## src/rtl/simt_branch_mask.sv

```systemverilog
module simt_branch_mask #(
  parameter int LANES = 64,
  parameter int DEPTH = 4,
  parameter int LEN_W = 8
) (
  input  logic             clk,
  input  logic             rst_n,
  input  logic             br_valid,
  input  logic [LANES-1:0] br_cond,
  input  logic [LEN_W-1:0] br_then_len,
  input  logic [LEN_W-1:0] br_else_len,
  output logic             issue_valid,
  output logic [LANES-1:0] lane_we,
  output logic             in_else,
  output logic [LANES-1:0] active_mask,
  output logic [$clog2(DEPTH+1)-1:0] depth,
  output logic             overflow
);
  localparam int SPW = $clog2(DEPTH+1);
  localparam int IW  = (DEPTH > 1) ? $clog2(DEPTH) : 1;

  logic [LANES-1:0] ret_q [DEPTH];
  logic [LANES-1:0] alt_q [DEPTH];
  logic [LEN_W-1:0] alt_n [DEPTH];
  logic [LEN_W-1:0] rem_q [DEPTH];
  logic             ph_q  [DEPTH];

  logic [SPW-1:0]   sp;
  logic [LANES-1:0] cur;
  logic             ovf;

  logic [IW-1:0]    top, nxt;
  logic [LANES-1:0] t_m, e_m;
  logic [LEN_W-1:0] tl, el;
  logic             open, full, last;

  assign top  = IW'(sp - 1'b1);
  assign nxt  = IW'(sp);
  assign open = (sp != '0);
  assign full = (sp == SPW'(DEPTH));
  assign t_m  = cur & br_cond;
  assign e_m  = cur & ~br_cond;
  assign tl   = (|t_m) ? br_then_len : '0;
  assign el   = (|e_m) ? br_else_len : '0;
  assign last = (rem_q[top] == LEN_W'(1));

  assign issue_valid = open & ~br_valid;
  assign lane_we     = issue_valid ? cur : '0;
  assign in_else     = open & ph_q[top];
  assign active_mask = cur;
  assign depth       = sp;
  assign overflow    = ovf;

  always_ff @(posedge clk) begin
    if (!rst_n) begin
      sp  <= '0;
      cur <= '1;
      ovf <= 1'b0;
      for (int i = 0; i < DEPTH; i++) begin
        ret_q[i] <= '0;
        alt_q[i] <= '0;
        alt_n[i] <= '0;
        rem_q[i] <= '0;
        ph_q[i]  <= 1'b0;
      end
    end else if (br_valid) begin
      if (full) begin
        ovf <= 1'b1;
      end else if (tl != '0 || el != '0) begin
        ret_q[nxt] <= cur;
        alt_q[nxt] <= e_m;
        alt_n[nxt] <= el;
        sp         <= sp + 1'b1;
        if (tl != '0) begin
          ph_q[nxt]  <= 1'b0;
          rem_q[nxt] <= tl;
          cur        <= t_m;
        end else begin
          ph_q[nxt]  <= 1'b1;
          rem_q[nxt] <= el;
          cur        <= e_m;
        end
      end
    end else if (open) begin
      if (!last) begin
        rem_q[top] <= rem_q[top] - 1'b1;
      end else if (!ph_q[top] && alt_n[top] != '0) begin
        ph_q[top]  <= 1'b1;
        rem_q[top] <= alt_n[top];
        cur        <= alt_q[top];
      end else begin
        cur <= ret_q[top];
        sp  <= sp - 1'b1;
      end
    end
  end
endmodule

```

## config.mk

```make
export PLATFORM = sky130hd
export DESIGN_NAME = simt_branch_mask
export DESIGN_NICKNAME = d
export VERILOG_FILES = /design/src/rtl/simt_branch_mask.sv
export SDC_FILE = /design/constraint.sdc
export NUM_CORES = 1
export LEC_CHECK = 0
export BUFFER_PORTS_ARGS = -buffer_cell sky130_fd_sc_hd__buf_2
export CORE_MARGIN = 4
export CORE_UTILIZATION = 45
export DETAILED_ROUTE_END_ITERATION = 16
export GPL_TIMING_DRIVEN = 0
export HOLD_SLACK_MARGIN = 0.03
export PLACE_DENSITY = 0.6
export SLEW_MARGIN = 15
export SYNTH_ARGS = -nofsm -noshare
export SYNTH_HDL_FRONTEND = slang
export SYNTH_SLANG_ARGS = --single-unit
```

## constraint.sdc

```tcl
create_clock -name clk -period 9.5 [get_ports clk]
set_input_delay 0.475 -clock clk [delete_from_list [all_inputs] [get_ports clk]]
set_output_delay 0.475 -clock clk [all_outputs]
set_load 0.02 [all_outputs]
```

==> out/results.ini, run 1 <==
[sta]
clock-skew-final_ns=0.03641
final_max_slew_viol_count=0
fmaxAchievable_ghz=0.1508
setup_viol=0
period_needed_ns=6.630
worstMarginPinSlew_ns=1.198
finalHoldViolations=0
post-route-period-util_pct=69.79
rsz0062_at_grt=no
finalSetupTns_ns=0
relSlewSlack_pct=20.13

[cts]
clk-insertion-delay-late_ns=0.63
clockBufferDepth=3
cts_max_level=3
post_cts_buffers=0
holdBufCountCts=0
cts-buffers-inserted=71
cts-resized-gates=0
tritoncts=yes
cts.clk_slew.worst_paths_ns=0.06
cts_sinks=648
root_buffer=clkbuf_16

[synthesis]
ys_ff_latch=648
synth_edf_count=577
synth_top_cell_by_area=edfxtp_1
synthTopCellsByCount=577 x edfxtp_1, 325 x and2_1, 260 x nor2_1
seq_area_frac_synth_pct=62.18
async_flop_share_pct=0
synth_top_area_share_pct=57.47
synthDistinctLibCells=53
yosysWarnings=0
ys.flop_type=edfxtp_1
synth_most_common_cell=edfxtp_1
syn_nets=2334
netlist_top_cells_area=edfxtp_1 57%, mux4_2 11%, and2_1 6.7%
postSynthCellCount=2246
syn_avg_cell_area_sq_um=13.42
synth_area_sq_um=30150

[setup_path]
cp_max_fo=46
critPathLaunchType=flip-flop
r2r_start=depth[0]
r2r_end=alt_q[0][18]
rr_worst_depth=19
cp-end-kind=flip-flop
cp.arrival_ns=6.90
required_ns=9.77
worst-setup-path-type=flip-flop to flip-flop
reg2reg_slack_ns=2.87

[power_and_ir_drop]
p_switching_w=0.002539
power_frac_seq_pct=44.6
swShare_pct=30.90
clkPwrFrac_pct=32.4
power_density_nw_per_um2=235.9
power.leakage_nw=13.07
combPwrFrac_pct=23.0
vdd_drop_max_mv=0.1577
internal_power_w=0.005677

[global_route]
groute.usage.overall_pct=27.53
grt_pass1_vias=20730
grt_pass1_wl_microns=142400
grt_overflow=0
antenna_found_initial=6
grt_max_degree=53

[final_layout]
fillers=5725
diodes=0
drive_gt1_share_pct=23.48
syn_to_final_growth_pct=15.52
fin_util_pct=52.70
final_nets=2634

[routing]
wl_per_cell_microns=28.48
firstDrtPassIters=6
drc=0
drtAntennaViolNets=0
drt_iter0_drc=2460
wirelength_microns=98710
vias_per_cell=5.992
routed-via-count=20770

[outcome]
outcome=finished clean

[die]
initial_core_util_pct=45.62
coreArea_sq_um=66100
fp-row-count=94
dieArea_sq_um=71210
io-pin-count=217
die-height_microns=266.9
die_w_microns=266.9

[placement]
io_buffers=215
dp_hpwl_microns=67350
place_congestion=0.8495

[run]
drv_cap=0

[hold_path]
whs_endpoint=active_mask[35]
hold_depth=4
hp-class=input port to flip-flop
hold_start=br_cond[35]

worst max path at each step:
stage          startpoint  depth (start not counted)      endpoint  slack, ns
3_5_place_dp     depth[0]                         19  alt_q[0][34]       2.90
4_1_cts          depth[0]                         19  ret_q[0][20]       2.87
6_report         depth[0]                         19  alt_q[0][18]       2.87
5_1_grt          depth[0]                         19  alt_q[0][34]       2.58
3_3_place_gp     depth[0]                         18  ret_q[1][36]      -1.51
2_1_floorplan    depth[0]                         18   alt_n[1][0]       2.11
placed cells by master (no fill, tap or decap), types with 65 or more instances in the layout:
cell type  instances
mux4_2           145
nand2_1          158
nor2_1           260
and2_1           325
nand2b_1          65
clkbuf_1         102
o21ai_0           74
clkbuf_16         71
edfxtp_1         577
buf_2            260
dfxtp_1           71
a31oi_1           68
xnor2_1           70
a22oi_1           82
layout make-up:
| cell class | instances | area [sq um] | area share (%) |
|---|---|---|---|
| clock inverters | 29 | 250.2 | 0.7184 |
| inverters | 15 | 56.30 | 0.1616 |
| flip-flops and latches | 648 | 18750 | 53.83 |
| clock buffers | 100 | 1956 | 5.615 |
| multi-input cells | 1427 | 10660 | 30.61 |
| plain buffers | 156 | 718.2 | 2.062 |
| repair buffers | 227 | 1361 | 3.908 |
| well taps | 864 | 1081 | 3.104 |
metal layers:
| metal | routed length, microns | part of all wire, % | track usage [%] |
|---|---|---|---|
| met5 | 46 | 0.047 | 0 |
| met4 | 3279 | 3.3 | 9.252 |
| met3 | 10500 | 11 | 6.941 |
| met2 | 46380 | 47 | 44.05 |
| met1 | 38500 | 39 | 37.15 |
logic make-up (layout without fill, tap and decap cells):
| group | count (synthesis) | after routing | synth area share (%) |
|---|---|---|---|
| AOI/OAI and AO/OA | 270 | 270 | 6.063 |
| xor gates and xnor gates | 73 | 73 | 2.121 |
| adders and majority gates | 5 | 5 | 0.2075 |
| buffers and inverters | 171 | 527 | 2.565 |
| DFF | 648 | 648 | 62.18 |
| muxes | 148 | 148 | 10.93 |
| and+or+nand+nor | 931 | 931 | 15.93 |
stage by stage:
step	std cells	instance area, sq um	power, W	setup WS (ns)	hold slack [ns]
after floorplan	2246	30150	0.004872	2.114	0.4353
after global placement	3325	32310	0.005583	-1.505	0.4474
after detailed placement	3337	32620	0.005604	2.898	0.4632
after CTS	3466	34830	0.008247	2.873	0.2139
after global routing	3466	34830	0.008505	2.584	0.2560
final	3466	34830	0.008215	2.870	0.2405
critical path: stages (launching register included):
cell,delay [ns]
dfxtp_1,0.37
buf_6,0.19
buf_6,0.21
buf_2,0.43
clkinv_1,0.46
ha_1,0.43
buf_2,0.26
buf_2,0.33
buf_1,0.54
mux4_2,0.45
inv_1,0.10
ha_1,0.13
and3_2,0.25
nand4_4,0.17
nand2_2,0.18
nand3_2,0.46
buf_2,0.41
nand2_4,0.21
buf_16,0.31
buf_16,0.31
power groups by stage:
stage / Sequential (W) / Clock, W / Combinational, W
global placement: 0.00375 / 0 / 0.00183
finish: 0.00366 / 0.00266 / 0.00189
global route: 0.00369 / 0.00280 / 0.00201
detailed placement: 0.00372 / 0 / 0.00189
floorplan: 0.00370 / 0 / 0.00118
CTS: 0.00366 / 0.00269 / 0.00189
state kept, by name, summed over array words and instances, names as in the netlist:
register / count
depth: 3
ret_q: 256
rem_q: 32
alt_n: 32
alt_q: 256
active_mask: 64
overflow: 1
ph_q: 4
(Power assumes the default switching activity.)
==> run 2, diff against run 1 <==
PLACE_DENSITY = 0.63   (was 0.6)
clock period = 5.8 ns   (was 9.5 ns; I/O delays follow)
==> run 2 against run 1 <==
- the flow now finishes with violations (max-capacitance violations, max-slew violations)
- worst setup slack worse by 2.8 ns
- routed wire length is 0.31% lower
- sequential power rose by 64%
- clock skew decreased by 0.0088 ns
- first-iteration DRC count is 9.1% higher
- register-to-register slack lost 2.8 ns
- via count is 0.65% higher
- non-clock buffer count shrank 4
- flip-flop and latch count stayed put
- combinational power up 63%
- maximum frequency grew 16%
- largest power group unchanged
- highest routed layer is now met4
==> out/results.ini, run 2 (synthesis results as in run 1) <==
[setup_path]
r2r_end=ret_q[2][17]  ; was alt_q[0][18]
crit_buf_inv=3  ; was 11
rr_worst_depth=11  ; was 19
cpLargestDelayFamily=compound AO/OA/AOI/OAI gates  ; was buffers and inverters
cp.depth=11  ; was 19
cp_max_fo=69  ; was 46
path_cells=a22o_1 -> a221oi_1 -> and4_1 -> nand4_1 -> a22oi_2 -> nor2_1 -> nand3_1 -> buf_2 -> buf_1 -> nand2_8 -> buf_16  ; was buf_6 -> buf_6 -> buf_2 -> clkinv_1 -> ha_1 -> buf_2 -> buf_2 -> buf_1 -> mux4_2 -> inv_1 -> ha_1 -> and3_2 -> nand4_4 -> nand2_2 -> nand3_2 -> buf_2 -> nand2_4 -> buf_16 -> buf_16
critPathLaunchType=flip-flop  ; unchanged
cp.arrival_ns=6.03  ; was 6.90 ns
reg2reg_slack_ns=0.07  ; was 2.87 ns
r2r_start=active_mask[24]  ; was depth[0]
cp-end-kind=flip-flop  ; unchanged
crit_slowest_cell=a221oi_1  ; was buf_1
worst-setup-path-type=flip-flop to flip-flop  ; unchanged
slowest_delay_ns=0.95  ; was 0.54 ns
required_ns=6.10  ; was 9.77 ns

[die]
die_w_microns=266.9  ; unchanged
io-pin-count=217  ; unchanged
initial_core_util_pct=45.62  ; unchanged
die-height_microns=266.9  ; unchanged
dieArea_sq_um=71210  ; unchanged
fp-row-count=94  ; unchanged
coreArea_sq_um=66100  ; unchanged

[routing]
vias_per_cell=6.034  ; was 5.992
wirelength_microns=98400  ; was 98710 microns
routed-via-count=20900  ; was 20770
drc=0  ; unchanged
wl_per_cell_microns=28.41  ; was 28.48 microns
firstDrtPassIters=8  ; was 6
drt_iter0_drc=2683  ; was 2460
drtAntennaViolNets=0  ; unchanged

[final_layout]
final_nets=2631  ; was 2634
fin_util_pct=52.80  ; was 52.70%
syn_to_final_growth_pct=15.74  ; was 15.52%
final_cell_mix=577 x edfxtp_1, 325 x and2_1, 260 x nor2_1  ; was 577 x edfxtp_1, 325 x and2_1, 260 x buf_2, 260 x nor2_1, 158 x nand2_1
drive_gt1_share_pct=23.55  ; was 23.48%
final_common_cell=edfxtp_1  ; unchanged

[outcome]
violations=max-capacitance violations, max-slew violations
outcome=finished with violations  ; was finished clean

[cts]
cts_sinks=648  ; unchanged
root_buffer=clkbuf_16  ; unchanged
cts-buffers-inserted=69  ; was 71
cts_max_level=3  ; unchanged
clockBufferDepth=3  ; unchanged
clk-insertion-delay-late_ns=0.63  ; about the same
cts.clk_slew.worst_paths_ns=0.06  ; about the same
tritoncts=yes  ; unchanged
holdBufCountCts=0  ; unchanged

[sta]
setup_viol=0  ; unchanged
rsz0062_at_grt=no  ; unchanged
clock-skew-final_ns=0.02762  ; was 0.03641 ns
finalHoldViolations=0  ; unchanged
final_max_slew_viol_count=14  ; was 0
period_needed_ns=5.730  ; was 6.630 ns
relSlewSlack_pct=-21.18  ; was 20.13%
post-route-period-util_pct=98.80  ; was 69.79%
finalSetupTns_ns=0  ; unchanged
worstMarginPinSlew_ns=1.818  ; was 1.198 ns
fmaxAchievable_ghz=0.1745  ; was 0.1508 GHz
setup_slack_ns=0.06974  ; was 2.870 ns

[placement]
io_buffers=215  ; unchanged
place_congestion=0.8915  ; was 0.8495
dp_hpwl_microns=65090  ; was 67350 microns
pre_cts_ws_ns=-0.8586  ; was 2.898 ns

[power_and_ir_drop]
vdd_drop_max_mv=0.2836  ; was 0.1577 mV
power_density_nw_per_um2=390.1  ; was 235.9 nW/um^2
totalPowerFinal_w=0.01361  ; was 0.008215 W
power.leakage_nw=13.09  ; was 13.07 nW

[run]
drv_cap=1  ; was 0

[hold_path]
hp-class=input port to flip-flop  ; unchanged
hold_depth=4  ; unchanged
hold_start=br_cond[44]  ; was br_cond[35]
whs_endpoint=active_mask[44]  ; was active_mask[35]

[global_route]
grt_max_degree=91  ; was 53
grt_pass1_vias=20740  ; was 20730
grt_overflow=0  ; unchanged
antenna_found_initial=2  ; was 6
groute.usage.overall_pct=26.97  ; was 27.53%
grt_pass1_wl_microns=140100  ; was 142400 microns

==> run 2: cell count changes in the layout (fill, tap and decap cells not counted), sizes merged <==
| cell | delta |
|---|---|
| clkinvlp | -1 |
| nand2 | +3 |
| diode | +1 |
| bufinv | +4 |
| buf | -7 |
| clkinv | -3 |
| clkbuf | +2 |
| inv | -1 |
==> run 2: worst max path at each step <==
stage | start | endpoint | slack (ns)
after CTS | depth[0] | ret_q[1][17] | 0.005
after global routing | active_mask[24] | ret_q[2][17] | 0.004
after global placement | depth[0] | alt_q[0][32] | -2.63
final | active_mask[24] | ret_q[2][17] | 0.07
after detailed placement | depth[0] | alt_q[0][32] | -0.86
after floorplan | depth[0] | alt_n[0][0] | -0.07
==> run 2: per-layer routing <==
layer / wire [microns] / part of all wire [%] / GRT usage (%)
met5: 0 / 0 / 0
met3: 11020 / 11 / 5.402
met4: 2660 / 2.7 / 7.567
met2: 46150 / 47 / 43.37
met1: 38560 / 39 / 37.78
==> run 2: layout make-up <==
| class | count | area (sq um) |
|---|---|---|
| antenna | 1 | 2.502 |
| clock inverter | 28 | 347.8 |
| buffer | 156 | 724.4 |
| multi-input combinational | 1430 | 10740 |
| sequential | 648 | 18750 |
| fill | 5619 | 31200 |
| clock buffer | 99 | 1949 |
| timing repair buffer | 223 | 1251 |
| tap | 864 | 1081 |
| inverter | 15 | 57.56 |
==> run 2: what timing repair did <==
item / 4_1_cts / 5_1_grt
setup buffers: 0 / 2
gates cloned: 1 / 4
pin swaps: 0 / 1
gates resized for setup: 4 / 1
endpoints found under the setup margin: 342 / 200
==> run 2: worst register-to-register path, stage by stage, from the launching register on <==
cell and delay (ns):
dfxtp_1 0.53, a22o_1 0.31, a221oi_1 0.95, and4_1 0.46
nand4_1 0.35, a22oi_2 0.44, nor2_1 0.11, nand3_1 0.12
buf_2 0.42, buf_1 0.61, nand2_8 0.51, buf_16 0.55
==> run 2: metrics by stage <==
stage | hold slack (ns) | instance area, sq um | cells
finish | 0.05325 | 34900 | 3464
global route | 0.07696 | 34900 | 3463
CTS | 0.03226 | 34810 | 3457
detailed placement | 0.4594 | 32480 | 3329
global placement | 0.4489 | 32320 | 3325
floorplan | 0.4353 | 30170 | 2246
==> run 2: where the power goes <==
part           internal, W  total (W)  switching (W)
sequential         0.00567    0.00600       0.000326
clock              0.00263    0.00453        0.00190
combinational      0.00116    0.00309        0.00193
